File: config.mk
export PLATFORM = sky130hd
export DESIGN_NAME = pix_unpack
export DESIGN_NICKNAME = d
export VERILOG_FILES = /design/src/rtl/pu_pkg.sv /design/src/rtl/pu_stride.sv /design/src/rtl/pu_extract.sv /design/src/rtl/pu_word_buf.sv /design/src/rtl/pix_unpack.sv
export SDC_FILE = /design/constraint.sdc
export NUM_CORES = 1
export LEC_CHECK = 0
export ABC_AREA = 1
export CORE_MARGIN = 3
export CORE_UTILIZATION = 57
export DETAILED_ROUTE_END_ITERATION = 8
export PLACE_DENSITY = 0.95
export SLEW_MARGIN = 25
export SYNTH_ARGS = -nofsm -noshare
export SYNTH_HDL_FRONTEND = slang
export SYNTH_SLANG_ARGS = --single-unit
File: constraint.sdc
create_clock -name clk -period 14.35 [get_ports clk]
set_clock_uncertainty 0.15 [all_clocks]
set_input_delay 2.87 -clock clk [delete_from_list [all_inputs] [get_ports clk]]
set_output_delay 2.87 -clock clk [all_outputs]
set_load 0.02 [all_outputs]
File: src/rtl/pu_pkg.sv
package pu_pkg;

    localparam int WORD_W  = 32;
    localparam int BYTES   = WORD_W / 8;
    localparam int IDX_W   = 6;

    typedef enum logic [2:0] {
        DEPTH_1    = 3'd0,
        DEPTH_2    = 3'd1,
        DEPTH_4    = 3'd2,
        DEPTH_8    = 3'd3,
        DEPTH_16   = 3'd4,
        DEPTH_32   = 3'd5,
        DEPTH_RSV6 = 3'd6,
        DEPTH_RSV7 = 3'd7
    } depth_e;

    typedef struct packed {
        logic              full;
        logic [WORD_W-1:0] word;
        logic [IDX_W-1:0]  idx;
    } wbuf_t;

    function automatic logic depth_ok(depth_e m);
        return (m != DEPTH_RSV6) && (m != DEPTH_RSV7);
    endfunction

    // number of pixels carried by one word; zero for reserved codes
    function automatic logic [IDX_W-1:0] pix_per_word(depth_e m);
        if (!depth_ok(m)) return '0;
        return 6'd32 >> m;
    endfunction

endpackage

File: src/rtl/pu_stride.sv
module pu_stride
    import pu_pkg::*;
#(
    parameter int WIDTH_W = 12
) (
    input  depth_e               mode,
    input  logic [WIDTH_W-1:0]   width,
    output logic [WIDTH_W+1:0]   bytes
);
    localparam int BW = WIDTH_W + 2;

    logic [BW-1:0] wide;

    always_comb begin
        wide = BW'(width);
        unique case (mode)
            DEPTH_1:  bytes = wide >> 3;
            DEPTH_2:  bytes = wide >> 2;
            DEPTH_4:  bytes = wide >> 1;
            DEPTH_8:  bytes = wide;
            DEPTH_16: bytes = wide << 1;
            DEPTH_32: bytes = wide << 2;
            default:  bytes = '0;
        endcase
    end

endmodule

File: src/rtl/pu_extract.sv
module pu_extract
    import pu_pkg::*;
(
    input  logic [WORD_W-1:0] word,
    input  depth_e            mode,
    input  logic              swap_bytes,
    input  logic              swap_pixels,
    input  logic [IDX_W-1:0]  idx,
    output logic [WORD_W-1:0] pixel
);
    logic [WORD_W-1:0] rev;
    logic [WORD_W-1:0] src;
    logic [WORD_W-1:0] mask;
    logic [2:0]        lg;
    logic [2:0]        sh;
    logic [7:0]        idx8;
    logic [7:0]        bpp8;
    logic [7:0]        byte8;
    logic [7:0]        pos8;
    logic [7:0]        off8;

    for (genvar b = 0; b < BYTES; b++) begin : g_rev
        assign rev[8*b +: 8] = word[8*(BYTES-1-b) +: 8];
    end

    always_comb begin
        src   = swap_bytes ? rev : word;
        lg    = mode;
        idx8  = {2'b00, idx};
        bpp8  = 8'd1 << lg;
        sh    = 3'd0;
        byte8 = '0;
        pos8  = '0;
        if (lg < 3'd3) begin
            sh    = 3'd3 - lg;
            byte8 = idx8 >> sh;
            pos8  = (idx8 & ((8'd1 << sh) - 8'd1)) << lg;
            // in-byte order flips only when byte order is little-endian
            if (swap_pixels && !swap_bytes) begin
                pos8 = 8'd8 - bpp8 - pos8;
            end
            off8 = (byte8 << 3) + pos8;
        end else begin
            off8 = idx8 << lg;
        end
        if (lg >= 3'd5) begin
            mask = '1;
        end else begin
            mask = (32'd1 << bpp8) - 32'd1;
        end
        pixel = (src >> off8[4:0]) & mask;
    end

endmodule

File: src/rtl/pu_word_buf.sv
module pu_word_buf
    import pu_pkg::*;
(
    input  logic              clk,
    input  logic              rst_n,
    input  logic              active,
    input  logic              mode_ok,
    input  logic [IDX_W-1:0]  last_idx,
    input  logic              in_valid,
    output logic              in_ready,
    input  logic [WORD_W-1:0] in_word,
    output logic              buf_valid,
    input  logic              buf_take,
    output logic [WORD_W-1:0] buf_word,
    output logic [IDX_W-1:0]  buf_idx
);
    wbuf_t st_d, st_q;
    logic  in_fire;
    logic  pix_fire;

    always_comb begin
        st_d      = st_q;
        in_ready  = active && !st_q.full;
        in_fire   = in_valid && in_ready;
        buf_valid = active && st_q.full && mode_ok;
        pix_fire  = buf_valid && buf_take;

        if (pix_fire) begin
            if (st_q.idx == last_idx) begin
                st_d.full = 1'b0;
            end else begin
                st_d.idx = st_q.idx + 1'b1;
            end
        end
        // a word held across a change to a reserved code is discarded
        if (active && st_q.full && !mode_ok) begin
            st_d.full = 1'b0;
        end
        if (in_fire) begin
            st_d.word = in_word;
            st_d.idx  = '0;
            st_d.full = mode_ok;
        end
    end

    always_ff @(posedge clk or negedge rst_n) begin
        if (!rst_n) begin
            st_q <= '0;
        end else begin
            st_q <= st_d;
        end
    end

    assign buf_word = st_q.word;
    assign buf_idx  = st_q.idx;

    assert_reserved_drop_R9: assert property (@(posedge clk) disable iff (!rst_n)
        (in_valid && in_ready && !mode_ok) |=> !st_q.full);

    assert_idx_in_range_R1: assert property (@(posedge clk) disable iff (!rst_n)
        (st_q.full && mode_ok) |-> (st_q.idx <= last_idx));

endmodule

File: src/rtl/pix_unpack.sv
module pix_unpack
    import pu_pkg::*;
#(
    parameter int WIDTH_W = 12
) (
    input  logic               clk,
    input  logic               rst_n,
    input  logic               ctl_enable,
    input  logic               ctl_power,
    input  logic [2:0]         depth_mode,
    input  logic               swap_bytes,
    input  logic               swap_pixels,
    input  logic [WIDTH_W-1:0] panel_width,
    output logic [WIDTH_W+1:0] row_bytes,
    input  logic               in_valid,
    output logic               in_ready,
    input  logic [31:0]        in_word,
    output logic               out_valid,
    input  logic               out_ready,
    output logic [31:0]        out_pixel,
    output logic               out_direct
);
    depth_e             mode;
    logic               active;
    logic               mode_ok;
    logic [IDX_W-1:0]   last_idx;
    logic [WORD_W-1:0]  cur_word;
    logic [IDX_W-1:0]   cur_idx;

    always_comb begin
        mode       = depth_e'(depth_mode);
        active     = ctl_enable && ctl_power;
        mode_ok    = depth_ok(mode);
        last_idx   = pix_per_word(mode) - 1'b1;
        out_direct = (mode == DEPTH_16) || (mode == DEPTH_32);
    end

    pu_stride #(.WIDTH_W(WIDTH_W)) u_stride (
        .mode  (mode),
        .width (panel_width),
        .bytes (row_bytes)
    );

    pu_word_buf u_buf (
        .clk       (clk),
        .rst_n     (rst_n),
        .active    (active),
        .mode_ok   (mode_ok),
        .last_idx  (last_idx),
        .in_valid  (in_valid),
        .in_ready  (in_ready),
        .in_word   (in_word),
        .buf_valid (out_valid),
        .buf_take  (out_ready),
        .buf_word  (cur_word),
        .buf_idx   (cur_idx)
    );

    pu_extract u_ext (
        .word        (cur_word),
        .mode        (mode),
        .swap_bytes  (swap_bytes),
        .swap_pixels (swap_pixels),
        .idx         (cur_idx),
        .pixel       (out_pixel)
    );

    assert_one_word_R6: assert property (@(posedge clk) disable iff (!rst_n)
        in_ready |-> !out_valid);

    assert_hold_stall_R7: assert property (@(posedge clk) disable iff (!rst_n)
        (out_valid && !out_ready) |=>
            (!active || !$stable(depth_mode) || !$stable(swap_bytes) ||
             !$stable(swap_pixels) || (out_valid && $stable(out_pixel))));

    assert_idle_inactive_R8: assert property (@(posedge clk) disable iff (!rst_n)
        !(ctl_enable && ctl_power) |-> (!in_ready && !out_valid));

    assert_zero_extend_R10: assert property (@(posedge clk) disable iff (!rst_n)
        (out_valid && depth_mode == 3'd0) |-> (out_pixel[31:1] == '0));

    assert_no_reserved_out_R9: assert property (@(posedge clk) disable iff (!rst_n)
        (depth_mode[2:1] == 2'b11) |-> !out_valid);

endmodule

### Word-level counts from Yosys, hierarchy flattened

Index checks and enable logic that the tools add are counted.

* register bits: 39
* input bits: 55
* output and inout port bits: 49
* logic and storage cells: 64

* add/sub/neg operators: 8
* magnitude comparators: 2
* equality and inequality tests: 9
* shifts and indexed selects: 8
* mux-type cells: 13
* bitwise operators: 2
* reduce and logical (&&, ||, !) cells: 19

Operators by type and width (count)
* 14-bit case mux with 6 select lines: 1
* 32-bit two-way mux: 2
* 39-bit two-way mux: 1
* 32-bit bitwise AND: 1
* 1-bit by 8-bit left shift with 32-bit output (first input constant): 1
* 32-bit by 5-bit >> shifter with 32-bit output: 1
* 32-bit by 1-bit subtractor with 32-bit output (second input constant): 1
* 6-bit two-way mux: 3
* 1-bit by 3-bit left shift with 8-bit output (first input constant): 2
* 5-bit two-way mux: 3
* 1-bit logical AND: 9
* 6-bit by 8-bit bitwise AND with 8-bit output: 1
* 8-bit by 3-bit left shift with 5-bit output: 1
* 8-bit by 1-bit subtractor with 8-bit output (second input constant): 1
* 6-bit by 1-bit adder with 6-bit output (second input constant): 1
* 3-bit by 2-bit == test with 1-bit output (second input constant): 2
* 3-bit == test (second input constant): 2
* 6-bit == test: 1
* 3-bit inequality test (second input constant): 2
* 3-bit nonzero test: 2
* 6-bit by 3-bit left shift with 5-bit output: 1
* 6-bit by 3-bit >> shifter with 2-bit output: 1
* 6-bit by 3-bit >> shifter with 6-bit output (first input constant): 1
* 6-bit by 1-bit subtractor with 6-bit output (second input constant): 1
* 14 further kinds: 19

### Logic depth before layout (Yosys ltp)

* depth after elaboration: 12
* mapped depth: 29
* mapped depth without buffers: 27

### Hierarchy

From an unflattened synthesis, not the netlist that was laid out.

* cells, all modules: 1008
* area, all modules: 6019.5 um2

By module, submodules not included
* pu_extract: times used 1, cells each 655, area an instance 3036.7 um2, sequential area each 0.0 um2
* pu_word_buf: times used 1, cells each 188, area an instance 2138.3 um2, sequential area each 975.9 um2
* pu_stride: times used 1, cells each 141, area an instance 721.9 um2, sequential area each 0.0 um2
* pix_unpack: times used 1, cells each 24, area an instance 122.6 um2, sequential area each 0.0 um2

### Least setup slack after synthesis

No wires, ideal clock.

* path kind: in2out
* from: input depth_mode[2]
* to: output out_pixel[28]
* data arrival time: 6865 ps
* data required time: 11330 ps
* setup slack: 4465 ps
* cell stages on the path: 23
* buffers on the path: 2
* path through: buf_4 -> nor2_1 -> clkinv_1 -> ha_1 -> inv_1 -> nand3_1 -> nand2_1 -> nand2_1 -> inv_1 -> ha_1 -> inv_1 -> ha_1 -> inv_1 -> fa_1 -> xor2_1 -> o21ai_0 -> ha_1 -> inv_1 -> o22ai_2 -> inv_1 -> clkbuf_1 -> nand3_1 -> nor3_1

* longest elaborated chain between the ends: 12
* elaborated cells on any way between the ends: 21
* those cells by class: add/sub: 6; order compare: 2; shift: 7; mux: 4; bitwise: 2

Ends and longest elaborated chain
* start: declaration: RTL line pix_unpack.sv:10 `input logic [2:0] depth_mode,`
* 2-bit by 3-bit subtractor with 3-bit output: RTL line pu_extract.sv:35 `sh = 3'd3 - lg;`
* 1-bit by 3-bit left shift with 8-bit output: RTL line pu_extract.sv:37 `pos8 = (idx8 & ((8'd1 << sh) - 8'd1)) << lg;`
* 8-bit by 1-bit subtractor with 8-bit output: RTL line pu_extract.sv:37
* 6-bit by 8-bit bitwise AND with 8-bit output: RTL line pu_extract.sv:37
* 8-bit by 3-bit left shift with 5-bit output: RTL line pu_extract.sv:37
* 5-bit subtractor: RTL line pu_extract.sv:40 `pos8 = 8'd8 - bpp8 - pos8;`
* 5-bit two-way mux: RTL line pu_extract.sv:39 `if (swap_pixels && !swap_bytes) begin`
* 5-bit two-way mux: RTL line pu_extract.sv:34 `if (lg < 3'd3) begin`
* 5-bit adder: RTL line pu_extract.sv:42 `off8 = (byte8 << 3) + pos8;`
* 5-bit two-way mux: RTL line pu_extract.sv:34
* 32-bit by 5-bit >> shifter with 32-bit output: RTL line pu_extract.sv:51 `pixel = (src >> off8[4:0]) & mask;`
* 32-bit bitwise AND *: RTL line pu_extract.sv:51
* end: declaration: RTL line pix_unpack.sv:20 `output logic [31:0] out_pixel,`

Mark *: on every way between the ends. The rest lies on a longest branch, timed or not. The select of a mux whose other input is x is not followed.

### Worst setup path after layout

* from: input depth_mode[0]
* to: output out_pixel[2]

Same word-level chain as after synthesis.

==> metrics.md <==
| Metric | Value |
|---|---|
| Vias/cell | `5.65` |
| Crit path capture type | `output port` |
| Max incr delay on CP | `0.72 ns` |
| Gate count after technology mapping | `880` |
| Postcts setup bufs | `0` |
| Die extent in y | `99.4 um` |
| Tot GR Track Use | `0.292` |
| Final HPWL DP | `11300 um` |
| Max_cap viols | `0` |
| Max Clk Rate | `0.0816 GHz` |
| Wire per inst | `13.8 um` |
| Root Driver | `clkbuf_8` |
| Final wirelength | `14500 um` |
| Cts hold-fix bufs | `0` |
| Max-slew violations | `0` |
| Final setup fails | `0` |
| CTS tree | `done` |
| Worst Setup Slack, final | `2.10 ns` |
| Worst Hold Class | `reg -> reg` |
| Worst setup SP type | `primary input` |
| Grt total ovfl | `0` |
| Syn_nets | `948` |
| CP Class | `in -> out` |
| Most common cell after layout, fill and taps aside | `nand2_1` |
| ANT nets after route | `0` |
| DRC | `0` |
| Peak supply drop | `0.101 mV` |
| Row count | `33` |
| Run status | `completed` |
| Initial Util | `0.596` |
| Buffers on Ports | `103` |
| Measured slew at the worst slew-check pin | `1.00 ns` |
| Worst slack, placed | `2.20 ns` |
| Cts repair resizes | `0` |
| Distinct cells, synth | `44` |
| Area of the mapped netlist | `0.00497 sq mm` |
| Via count of the first global-routing pass | `5185` |
| Final hold viol count | `0` |
| Sequential share of the synthesized area | `0.196` |
| # nets final | `1012` |
| Worst reg-to-reg path cell count | `6` |
| Yosys warnings | `0` |
| # clock sinks | `39` |
| Max-slew headroom | `0.331` |
| Hold Path Depth | `2` |
| Clk slew on worst S/H paths | `0.07 ns` |
| Clk Latency, worst-skew pair | `0.28 ns` |
| Critical Path RT | `11.33 ns` |
| Average cell area after synthesis | `5.65 sq um` |
| DRT Pass-1 Iters | `7` |
| WP buf/inv | `11` |
| Largest net degree at the start of global routing | `56` |
| Total vias in the final route | `5925` |
| Fin Setup TNS | `0 ns` |
| CTS H-tree depth | `2` |
| First-pass GRT wire length | `24300 um` |
| Tmin final | `12.25 ns` |
| Worst-path fanout max | `33` |
| Worst path slowest cell | `inv_1` |
| Most used cell, CP | `inv_1` |
| Largest delay share family, worst path | `buffers and inverters` |
| Worst EP arrival | `9.23 ns` |
| Pleak | `2.94 nW` |
| Die area | `0.00987 sq mm` |
| Most frequent cells in the layout | `nand2_1, nand3_1, clkdlybuf4s50_1` |
| Crit path depth | `28` |
| # IOs | `104` |
| Fraction of layout cells with a size suffix above 1 | `0.0477` |
| Core outline area | `0.00834 sq mm` |
| Drt initial violations | `552` |
| Final Wtd Congestion | `0.975` |
| Initial antenna violation count | `0` |
| Final period util | `0.854` |
| Ant diodes | `0` |
| Max clock buf depth | `2` |
| RSZ-0062 raised after global routing | `no` |
| FF+latch count, synth | `39` |
| CTS Buf Count | `5` |
| Cell Pwr Density | `121 mW/mm^2` |
| P&R area growth vs syn | `20.4%` |
| Die W | `99.4 um` |
-- tightest hold or removal path, cell delays in order (launching register included) --
cell and delay [ns]:
dfrtp_1 0.36, nand2_1 0.06, nand2_1 0.06
-- per-layer routing --
layer	vias to the layer above	global-route usage	wire length, um
met3	28	0.0288	1250
met1	2572	0.427	6420
met2	327	0.457	6490
met5	-	0	0
met4	0	0.0861	342
li1	2998	-	-
-- per-stage QoR --
stage	power (mW)	std cells	area [sq um]	utilization	hold slack (ns)
floorplan	0.486	880	4970	-	0.310
detailed placement	0.630	1042	5880	0.704	0.344
global route	0.790	1049	5980	0.718	0.381
global placement	0.619	1042	5880	0.704	0.333
CTS	0.718	1049	5980	0.717	0.361
finish	0.725	1049	5980	0.718	0.362
-- state kept, by name, indices dropped and copies added (netlist names) --
register	cells
u_buf.buf_idx	6
u_buf.st_q	1
u_buf.buf_word	32
-- path summary, 6_finish.rpt --
kind / start / end / slack, ns
min in group asynchronous: rst_n / u_buf.buf_idx[1] / 2.53
max reg2reg: u_buf.st_q[38] / u_buf.buf_idx[4] / 12.06
min: u_buf.buf_word[16] / u_buf.buf_word[16] / 0.36
max: depth_mode[0] / out_pixel[2] / 2.10
min reg2reg: u_buf.buf_word[16] / u_buf.buf_word[16] / 0.36
max in group asynchronous: rst_n / u_buf.buf_word[18] / 10.99
-- report_power, final --
| group | internal (mW) | total (mW) | switching, mW |
|---|---|---|---|
| Clock | 0.0508 | 0.0878 | 0.0370 |
| Sequential | 0.148 | 0.179 | 0.0302 |
| Combinational | 0.171 | 0.458 | 0.287 |
-- cell families after synthesis --
logic type                 count (synthesis)  synth area share
AOI/OAI and AO/OA                        143             0.168
xor gates and xnor gates                  10            0.0176
adders and majority gates                 13            0.0342
buffers and inverters                    122             0.112
DFF                                       39             0.196
other                                      1          0.000755
and+or+nand+nor                          552             0.471
-- Yosys cell counts, drive strengths merged --
master	number	area, sq um
nor3	10	55.1
nand3b	2	15.0
a221oi	7	61.3
fa	1	20.0
ha	12	150
o22ai	13	87.6
buf	29	201
clkbuf	21	78.8
nand4	3	18.8
o2111ai	1	8.76
dfrtp	39	976
xor2	7	61.3
a22oi	1	7.51
nand2	365	1420
and2	1	6.26
o221ai	10	87.6
or2	4	25.0
inv	70	268
nor2	64	280
xnor2	3	26.3
conb	1	3.75
clkinv	2	7.51
o211ai	3	22.5
o21ai	93	469
o21bai	1	7.51
nand3	103	521
a21oi	14	81.3
-- final cells by class --
cell class	count	area [sq um]
Tap cell	105	131
Sequential cell	39	976
Clock inverter	2	37.5
Clock buffer	5	68.8
Fill cell	746	2360
Timing Repair Buffer	107	1060
Multi-Input combinational cell	719	3440
Inverter	72	275
Note: power is estimated with default switching activity, not from simulation.
